`config.mk`:
```
export PLATFORM = sky130hd
export DESIGN_NAME = bcd_rtc_core
export DESIGN_NICKNAME = d
export VERILOG_FILES = /design/src/rtl/rtc_pkg.sv /design/src/rtl/rtc_prescaler.sv /design/src/rtl/rtc_bcd_wrap.sv /design/src/rtl/rtc_hour_unit.sv /design/src/rtl/rtc_date_unit.sv /design/src/rtl/bcd_rtc_core.sv
export SDC_FILE = /design/constraint.sdc
export NUM_CORES = 1
export LEC_CHECK = 0
export ABC_AREA = 0
export BUFFER_PORTS_ARGS = -buffer_cell sky130_fd_sc_hd__clkbuf_2
export CAP_MARGIN = 5
export CORE_ASPECT_RATIO = 1.1
export CORE_MARGIN = 2
export CORE_UTILIZATION = 57
export DETAILED_ROUTE_END_ITERATION = 10
export GPL_TIMING_DRIVEN = 0
export HOLD_SLACK_MARGIN = 0.05
export PLACE_DENSITY = 0.8
export SLEW_MARGIN = 20
export SYNTH_ARGS = -nofsm -noshare
export SYNTH_HDL_FRONTEND = slang
export SYNTH_SLANG_ARGS = --single-unit
```
`constraint.sdc`:
```
create_clock -name clk -period 2.77 [get_ports clk]
set_clock_uncertainty 0.05 [all_clocks]
set_input_delay 0.4155 -clock clk [delete_from_list [all_inputs] [get_ports clk]]
set_output_delay 0.4155 -clock clk [all_outputs]
set_load 0.02 [all_outputs]
```
`src/rtl/rtc_pkg.sv`:
```
package rtc_pkg;

  typedef enum logic [2:0] {
    FLD_SEC   = 3'd0,
    FLD_MIN   = 3'd1,
    FLD_HOUR  = 3'd2,
    FLD_WDAY  = 3'd3,
    FLD_DATE  = 3'd4,
    FLD_MONTH = 3'd5,
    FLD_YEAR  = 3'd6
  } rtc_field_e;

  localparam int NUM_FIELDS = 7;

  // Two-digit BCD increment; the caller handles wrap.
  function automatic logic [7:0] bcd_inc(input logic [7:0] v);
    if (v[3:0] == 4'd9) return {v[7:4] + 4'd1, 4'd0};
    else                return {v[7:4], v[3:0] + 4'd1};
  endfunction

  function automatic logic year_is_leap(input logic [7:0] yr);
    logic [6:0] bin;
    bin = 7'(yr[7:4]) * 7'd10 + 7'(yr[3:0]);
    return (bin[1:0] == 2'b00);
  endfunction

  function automatic logic [7:0] last_day(input logic [7:0] mon, input logic [7:0] yr);
    case (mon)
      8'h02:                      return year_is_leap(yr) ? 8'h29 : 8'h28;
      8'h04, 8'h06, 8'h09, 8'h11: return 8'h30;
      default:                    return 8'h31;
    endcase
  endfunction

endpackage

```
`src/rtl/rtc_prescaler.sv`:
```
module rtc_prescaler #(
  parameter int DIV = 32768
) (
  input  logic clk,
  input  logic rst,
  input  logic ref_en,
  input  logic clr,
  output logic tick
);
  localparam int CW = (DIV > 1) ? $clog2(DIV) : 1;
  localparam logic [CW-1:0] LAST = CW'(DIV - 1);

  logic [CW-1:0] cnt;

  always_ff @(posedge clk) begin
    if (rst || clr) begin
      cnt  <= '0;
      tick <= 1'b0;
    end else begin
      tick <= 1'b0;
      if (ref_en) begin
        if (cnt == LAST) begin
          cnt  <= '0;
          tick <= 1'b1;
        end else begin
          cnt <= cnt + 1'b1;
        end
      end
    end
  end

  assert_tick_single_R9: assert property (@(posedge clk) disable iff (rst)
    tick |=> !tick);

  assert_write_restart_R10: assert property (@(posedge clk) disable iff (rst)
    clr |=> !tick);

endmodule

```
`src/rtl/rtc_bcd_wrap.sv`:
```
module rtc_bcd_wrap
  import rtc_pkg::*;
#(
  parameter logic [7:0] LO      = 8'h00,
  parameter logic [7:0] HI      = 8'h59,
  parameter logic [7:0] RST_VAL = LO
) (
  input  logic       clk,
  input  logic       rst,
  input  logic       step,
  input  logic       wr,
  input  logic [7:0] wr_val,
  output logic [7:0] val,
  output logic       carry
);
  always_ff @(posedge clk) begin
    if (rst)       val <= RST_VAL;
    else if (wr)   val <= wr_val;
    else if (step) val <= (val == HI) ? LO : bcd_inc(val);
  end

  assign carry = step && (val == HI);

  assert_wrap_to_low_R2: assert property (@(posedge clk) disable iff (rst)
    (step && !wr && val == HI) |=> (val == LO));

  assert_hold_idle_R9: assert property (@(posedge clk) disable iff (rst)
    (!step && !wr) |=> $stable(val));

endmodule

```
`src/rtl/rtc_hour_unit.sv`:
```
module rtc_hour_unit
  import rtc_pkg::*;
(
  input  logic       clk,
  input  logic       rst,
  input  logic       step,
  input  logic       wr,
  input  logic [7:0] wr_val,
  output logic [7:0] hr,
  output logic       carry
);
  logic [7:0] nxt, inc24, inc12;
  logic       mode12, pm;

  assign mode12 = hr[6];
  assign pm     = hr[5];

  always_comb begin
    inc24 = bcd_inc({2'b00, hr[5:0]});
    inc12 = bcd_inc({3'b000, hr[4:0]});
    if (!mode12)                nxt = (hr[5:0] == 6'h23) ? 8'h00 : {2'b00, inc24[5:0]};
    else if (hr[4:0] == 5'h11)  nxt = {2'b01, ~pm, 5'h12};
    else if (hr[4:0] == 5'h12)  nxt = {2'b01, pm, 5'h01};
    else                        nxt = {2'b01, pm, inc12[4:0]};
  end

  always_ff @(posedge clk) begin
    if (rst)       hr <= 8'h00;
    else if (wr)   hr <= wr_val;
    else if (step) hr <= nxt;
  end

  assign carry = step && (mode12 ? (pm && hr[4:0] == 5'h11) : (hr[5:0] == 6'h23));

  assert_pm_flip_R4: assert property (@(posedge clk) disable iff (rst)
    (step && !wr && mode12 && hr[4:0] == 5'h11) |=> (hr[5] != $past(hr[5])));

  assert_midnight_day_R5: assert property (@(posedge clk) disable iff (rst)
    carry |=> (hr[6] ? (hr[5:0] == 6'h12) : (hr[5:0] == 6'h00)));

  assert_format_kept_R3: assert property (@(posedge clk) disable iff (rst)
    (step && !wr) |=> $stable(hr[6]));

endmodule

```
`src/rtl/rtc_date_unit.sv`:
```
module rtc_date_unit
  import rtc_pkg::*;
(
  input  logic       clk,
  input  logic       rst,
  input  logic       step,
  input  logic       wr,
  input  logic [7:0] wr_val,
  input  logic [7:0] month,
  input  logic [7:0] year,
  output logic [7:0] date,
  output logic       carry
);
  logic [7:0] last;

  assign last  = last_day(month, year);
  assign carry = step && (date == last);

  always_ff @(posedge clk) begin
    if (rst)       date <= 8'h01;
    else if (wr)   date <= wr_val;
    else if (step) date <= (date == last) ? 8'h01 : bcd_inc(date);
  end

  assert_date_restart_R6: assert property (@(posedge clk) disable iff (rst)
    carry |=> (date == 8'h01));

  assert_feb_short_R6: assert property (@(posedge clk) disable iff (rst)
    (step && !wr && month == 8'h02 && date == 8'h28 && !year_is_leap(year))
      |=> (date == 8'h01));

endmodule

```
`src/rtl/bcd_rtc_core.sv`:
```
module bcd_rtc_core
  import rtc_pkg::*;
#(
  parameter int DIV = 32768
) (
  input  logic       clk,
  input  logic       rst,
  input  logic       ref_en,
  input  logic       wr_en,
  input  logic [2:0] wr_sel,
  input  logic [7:0] wr_data,
  output logic       sec_strobe,
  output logic [7:0] sec_o,
  output logic [7:0] min_o,
  output logic [7:0] hour_o,
  output logic [7:0] wday_o,
  output logic [7:0] date_o,
  output logic [7:0] month_o,
  output logic [7:0] year_o
);
  logic                  tick, adv;
  logic [NUM_FIELDS-1:0] hit;
  logic c_sec, c_min, c_hour, c_wday, c_date, c_month, c_year;

  rtc_prescaler #(.DIV(DIV)) u_div (
    .clk(clk), .rst(rst), .ref_en(ref_en), .clr(wr_en), .tick(tick)
  );

  assign sec_strobe = tick;
  assign adv        = tick & ~wr_en;

  always_comb begin
    for (int i = 0; i < NUM_FIELDS; i++) hit[i] = wr_en && (wr_sel == 3'(i));
  end

  rtc_bcd_wrap #(.LO(8'h00), .HI(8'h59)) u_sec (
    .clk(clk), .rst(rst), .step(adv), .wr(hit[FLD_SEC]), .wr_val(wr_data),
    .val(sec_o), .carry(c_sec));

  rtc_bcd_wrap #(.LO(8'h00), .HI(8'h59)) u_min (
    .clk(clk), .rst(rst), .step(c_sec), .wr(hit[FLD_MIN]), .wr_val(wr_data),
    .val(min_o), .carry(c_min));

  rtc_hour_unit u_hour (
    .clk(clk), .rst(rst), .step(c_min), .wr(hit[FLD_HOUR]), .wr_val(wr_data),
    .hr(hour_o), .carry(c_hour));

  rtc_bcd_wrap #(.LO(8'h01), .HI(8'h07)) u_wday (
    .clk(clk), .rst(rst), .step(c_hour), .wr(hit[FLD_WDAY]), .wr_val(wr_data),
    .val(wday_o), .carry(c_wday));

  rtc_date_unit u_date (
    .clk(clk), .rst(rst), .step(c_hour), .wr(hit[FLD_DATE]), .wr_val(wr_data),
    .month(month_o), .year(year_o), .date(date_o), .carry(c_date));

  rtc_bcd_wrap #(.LO(8'h01), .HI(8'h12)) u_month (
    .clk(clk), .rst(rst), .step(c_date), .wr(hit[FLD_MONTH]), .wr_val(wr_data),
    .val(month_o), .carry(c_month));

  rtc_bcd_wrap #(.LO(8'h00), .HI(8'h99)) u_year (
    .clk(clk), .rst(rst), .step(c_month), .wr(hit[FLD_YEAR]), .wr_val(wr_data),
    .val(year_o), .carry(c_year));

  assert_century_wrap_R8: assert property (@(posedge clk) disable iff (rst)
    c_year |=> (year_o == 8'h00 && month_o == 8'h01));

  assert_week_wrap_R7: assert property (@(posedge clk) disable iff (rst)
    c_wday |=> (wday_o == 8'h01));

  assert_weekday_with_date_R7: assert property (@(posedge clk) disable iff (rst)
    c_hour |=> (wday_o != $past(wday_o)));

  assert_write_lands_R10: assert property (@(posedge clk) disable iff (rst)
    (wr_en && wr_sel == 3'd0) |=> (sec_o == $past(wr_data)));

endmodule

```
# Word-level counts from Yosys, hierarchy flattened
# Index checks and enable logic that the tools add are counted.
# op_classes
reduce_logical,40
mux,37
n_bitwise,4
n_mul,1
addsub,17
n_eq_ne,30
# ops
cell,n
$mux W8,28
$add A4 B1 Y4 const B,13
$eq A4 B4 Y1 const B,7
$eq A8 B3 Y1 const B,3
$reduce_bool A3 Y1,6
$eq A8 B5 Y1 const B,2
$eq A8 B7 Y1 const B,2
$pmux W8 S2,1
$add A15 B1 Y15 const B,1
$eq A15 B15 Y1 const B,1
$mux W15,1
$reduce_bool A2 Y1,7
$logic_and A1 B1 Y1,13
$mux W6,2
$reduce_and A2 Y1,6
$eq A5 B5 Y1 const B,2
$mux W5,2
$eq A3 B3 Y1 const B,3
$eq A8 B2 Y1 const B,1
$eq A8 B4 Y1 const B,1
$eq A8 B8 Y1,1
$eq A8 B8 Y1 const B,1
$eq A3 B2 Y1 const B,2
$eq A6 B6 Y1 const B,1
17 further kinds,22
# totals
ff_bits,72
elab_cells,146

# Longest topological paths before layout
# depth
depth_word,10
ltp_mapped,11
depth_no_buf,8

# By module
# From an unflattened synthesis, not the netlist that was laid out.
# unflattened
cells_unflattened,574
area_unflattened_um2,4983.5
# by_module_without_submodules
mod,cells_each,area_per_inst_um2,instances,seq_area_each_um2
rtc_bcd_wrap (u_min ...),64,564.3,2,160.2
rtc_prescaler,78,745.7,1,320.3
rtc_date_unit,88,703.2,1,160.2
rtc_hour_unit,76,621.8,1,160.2
rtc_bcd_wrap (u_month),69,593.1,1,160.2
rtc_bcd_wrap (u_wday),63,549.3,1,160.2
rtc_bcd_wrap (u_year),64,549.3,1,160.2
bcd_rtc_core,8,92.6,1,0.0

# Least setup slack after synthesis
# OpenSTA, ideal clock, no wires.
# synth_path
path_kind,register to register
startpoint,register u_min.val[0]
endpoint,register u_year.val[2]
setup_ns,0.091
path_stages_with_launch,10
slack_ns,0.052
t_arrival_ns,2.577
path_buffers,2
path_cell_list,dfxtp_1 ha_1 and3b_1 buf_2 or3b_1 a211oi_2 nand4_1 buf_2 or4_1 a311oi_1
# synth_via
elab_chain_len,6
# synth_lines
item,line,rtl
"start, declared",rtc_bcd_wrap.sv:13,"output logic [7:0] val,"
"start signal, assigned",rtc_bcd_wrap.sv:18,else if (wr) val <= wr_val;
"start signal, assigned",rtc_bcd_wrap.sv:19,else if (step) val <= (val == HI) ? LO : bcd_inc(val);
$eq A8 B7 Y1,rtc_bcd_wrap.sv:22,assign carry = step && (val == HI);
$logic_and A1 B1 Y1,rtc_bcd_wrap.sv:22,
$logic_and A1 B1 Y1,rtc_hour_unit.sv:33,assign carry = step && (mode12 ? (pm && hr[4:0] == 5'h11) : (hr[5:0] == 6'h23));
$logic_and A1 B1 Y1,rtc_date_unit.sv:17,assign carry = step && (date == last);
$logic_and A1 B1 Y1,rtc_bcd_wrap.sv:22,
$reduce_bool A2 Y1 (no source line),--,
"end signal, assigned",rtc_bcd_wrap.sv:18,
"end signal, assigned",rtc_bcd_wrap.sv:19,
"end, declared",rtc_bcd_wrap.sv:13,
# No other way between the ends.
# A chain may end at the register's enable or synchronous reset.

# Final worst setup path
# layout_path
startpoint,register u_sec.val[1]
endpoint,register u_year.val[2]
# layout_via
elab_chain_len,7
# layout_lines
item,line
"start, declared",rtc_bcd_wrap.sv:13
"start signal, assigned",rtc_bcd_wrap.sv:18
"start signal, assigned",rtc_bcd_wrap.sv:19
$eq A8 B7 Y1,rtc_bcd_wrap.sv:22
$logic_and A1 B1 Y1 (2 in a row),rtc_bcd_wrap.sv:22
$logic_and A1 B1 Y1,rtc_hour_unit.sv:33
$logic_and A1 B1 Y1,rtc_date_unit.sv:17
$logic_and A1 B1 Y1,rtc_bcd_wrap.sv:22
$reduce_bool A2 Y1 (no source line),--
# No other way between the ends.

==> run_results.csv <==
group,metric,value,unit
routing,drc,0,
job,cap_violations,0,
synthesis,synth.area.top_cells,"dfxtp_1, nor2_1, ha_1, nand2_1, nand3_1",
floorplanning,die_h,97.2,microns
placed_design,dp_hpwl,9030,microns
critical_path,max_stage_delay,0.45,ns
cells_and_area,synthToLayoutAreaGrowth,19.6,%
synthesis,yosysWarningCount,0,
synthesis,ys_seq_elements,72,
floorplanning,io_pins,72,
floorplanning,fp.coreArea,7560,sq um
clocking,cts_root_buffer,"clkbuf_8",
clocking,cts.sinks,72,
clocking,cts_tree,"done",
sta,fin_crit_sh,103,%
sta,setup_tns,-0.174,ns
synthesis,syn-num-nets,614,
cells_and_area,n_antenna_cell,0,
placed_design,dp_slack,-0.283,ns
floorplanning,die_w,88.7,microns
synthesis,syn_area,4500,sq um
synthesis,yosysUniqueCellTypes,65,
power,p_per_area,402,nW/um^2
status,status,"finished, violations left",
global_route,track_usage,29.4,%
critical_path,arrival,3.05,ns
routing,dr.pass1.iters,5,
critical_path,cp_cell_sequence,"inv_2 -> ha_4 -> nand3b_1 -> or3_4 -> buf_6 -> a211oi_4 -> nand4_1 -> buf_6 -> or4_1 -> a311oi_1",
critical_path,cp-start-kind,"flip-flop",
hold_path,hold_depth,2,
critical_path,cp-end-kind,"flip-flop",
synthesis,synth.top_cell.area_share,32.1,%
critical_path,cpMaxStageDelayCell,"or4_1",
sta,finalMaxSlewViolations,0,
clocking,clk_latency,0.34,ns
placed_design,numPortBuffers,68,
clocking,clk_pin_slew,0.08,ns
sta,fmax,351,MHz
sta,hold_violations,0,
synthesis,synth_edf_count,0,
floorplanning,start_util,59.5,%
floorplanning,num_rows,33,
sta,worstMarginPinSlew,0.876,ns
global_route,grt.overflow.total,0,
floorplanning,dieArea,8620,sq um
routing,post_drt_wl_per_cell,17.0,microns
cells_and_area,final_cell_area,5380,sq um
status,violations,"setup timing",
clocking,htreeDepth,3,
critical_path,crit_fanout,8,
critical_path,crit_top_cell,"buf_6",
routing,via_per_inst,6.23,
placed_design,gp_congestion,0.959,
routing,vias,4868,
critical_path,critical_path_class,"reg2reg",
power,peakVddDrop,0.000331,V
synthesis,syn_inst,579,
sta,fin_crit,2.85,ns
global_route,grt_pass1_wl,20500,microns
clocking,cts_buffers,9,
global_route,antenna_found_initial,0,
clocking,clock_path_buffers,2,
sta,max_slew_margin,41.2,%
synthesis,synth_area_leader_cell,"dfxtp_1",
synthesis,synth_ff_type,"dfxtp_1",
power,p_leak,2.03,nW
cells_and_area,drive_above_1_share,19.8,%
global_route,first_global_vias,4375,
critical_path,rr_worst_depth,10,
cells_and_area,final_nets,706,
placed_design,postPlaceCellArea,4970,sq um
sta,fin_ws,-0.0773,ns
routing,ant_nets,0,
sta,finalSetupViolations,5,
synthesis,syn_area_per_cell,7.77,sq um
synthesis,ys_seq_area_share,32.1,%
sta,rsz0062_at_grt,"yes",
global_route,grt_max_degree,20,
hold_path,min_path_type,"in2reg",
routing,routed_wl,13300,microns
routing,drt_iter0_markers,354,
critical_path,crit_required,2.97,ns
synthesis,async_flop_share,0,%
[routing by layer]
layer | share of wire, % | GRT usage [%]
met5 | 0 | 0
met1 | 43 | 38.1
met2 | 48 | 48.7
met4 | 2.7 | 9.91
met3 | 6.5 | 4.76
[worst max-delay path: cells and delay by family (launching register included)]
kind / cells / cell delay, ns
DFF: 1 / 0.36
and+or+nand+nor: 4 / 1.26
AOI/OAI and AO/OA: 2 / 0.57
buffers and inverters: 3 / 0.40
adders and majority gates: 1 / 0.13
[synth_stat cells, types with 5 or more instances]
master     number
o211ai_1       13
or3_1           6
buf_2           5
nand4_1         6
ha_1           20
nand3_1        35
clkbuf_1       20
and3_1          7
dfxtp_1        72
a31oi_1        10
inv_1          21
nor3b_1         5
a21oi_1        18
nand2b_1       11
a211oi_1       18
o21ai_0        33
xnor2_1         7
o2111ai_1       5
o31ai_1        11
nand2_1        61
nor2_1         69
nor2b_1         6
xor2_1         15
nand3b_1        5
a311oi_1        8
nor3_1         21
[where the power goes]
part	internal, mW	switching, mW
combinational	0.0769	0.156
clock	0.416	0.426
sequential	1.05	0.0317
[sequential cells by signal (all words and copies together) (netlist names), 8 cells and up]
register and cells:
u_year.val 8, u_wday.val 8, u_hour.hr 8, u_month.val 8, u_sec.val 8, u_div.cnt 15, u_min.val 8, u_date.date 8
[through the flow]
stage	power (mW)	util, %	hold WS [ns]	instances
after floorplan	1.24	-	0.408	579
after global placement	1.32	65.8	0.421	752
after detailed placement	1.33	65.8	0.438	752
after CTS	2.16	69.2	0.406	770
after global routing	2.24	71.2	0.419	781
final	2.16	71.2	0.417	781
[layout by cell type (no fill, tap or decap), drive strengths merged, types with 5 or more instances in the layout]
cell,Yosys,routed
xnor2,7,7
nor2b,6,6
nand4,6,6
o31ai,11,11
nor2,69,69
nand3,35,35
a311oi,8,8
or3,6,6
a211oi,19,19
nor3b,5,5
a21oi,18,18
nand3b,5,5
xor2,15,15
o21ai,34,34
nand2b,11,11
inv,21,21
and3,7,7
nor3,21,21
a31oi,10,10
nand2,61,61
clkbuf,20,97
ha,20,20
o2111ai,5,5
dfxtp,72,72
buf,9,22
o211ai,13,13
[final timing paths]
| kind | from | endpoint | slack, ns |
|---|---|---|---|
| setup / recovery | u_sec.val[1] | u_year.val[2] | -0.08 |
| hold / removal | wr_data[0] | u_date.date[0] | 0.42 |
| setup reg to reg | u_sec.val[1] | u_year.val[2] | -0.08 |
| hold reg to reg | u_div.cnt[1] | u_div.cnt[1] | 0.45 |
[repair_timing]
item                       CTS  global route
setup endpoints to repair   24            24
pin swaps                    3            10
hold buffers                 0             0
setup buffers                3            11
gates resized for setup     13            25
[cell families (layout without fill, tap and decap cells)]
| group | after synthesis | count (layout) | synth area share [%] |
|---|---|---|---|
| compound gates | 146 | 146 | 22.3 |
| xor+xnor | 22 | 22 | 4.29 |
| fa+ha+maj | 20 | 20 | 5.56 |
| buf+inv | 50 | 147 | 4.48 |
| flops | 72 | 72 | 32.1 |
| mux | 5 | 5 | 1.14 |
| simple gates | 264 | 264 | 30.1 |
[area by class of cell]
class,instances,area (sq um)
well taps,105,131
fillers,633,2180
clock buffers,9,124
flip-flops and latches,72,1460
multi-input cells,457,2930
inverters,21,78.8
clock inverters,7,72.6
repair buffers,82,445
plain buffers,28,140
(Power assumes the default switching activity.)
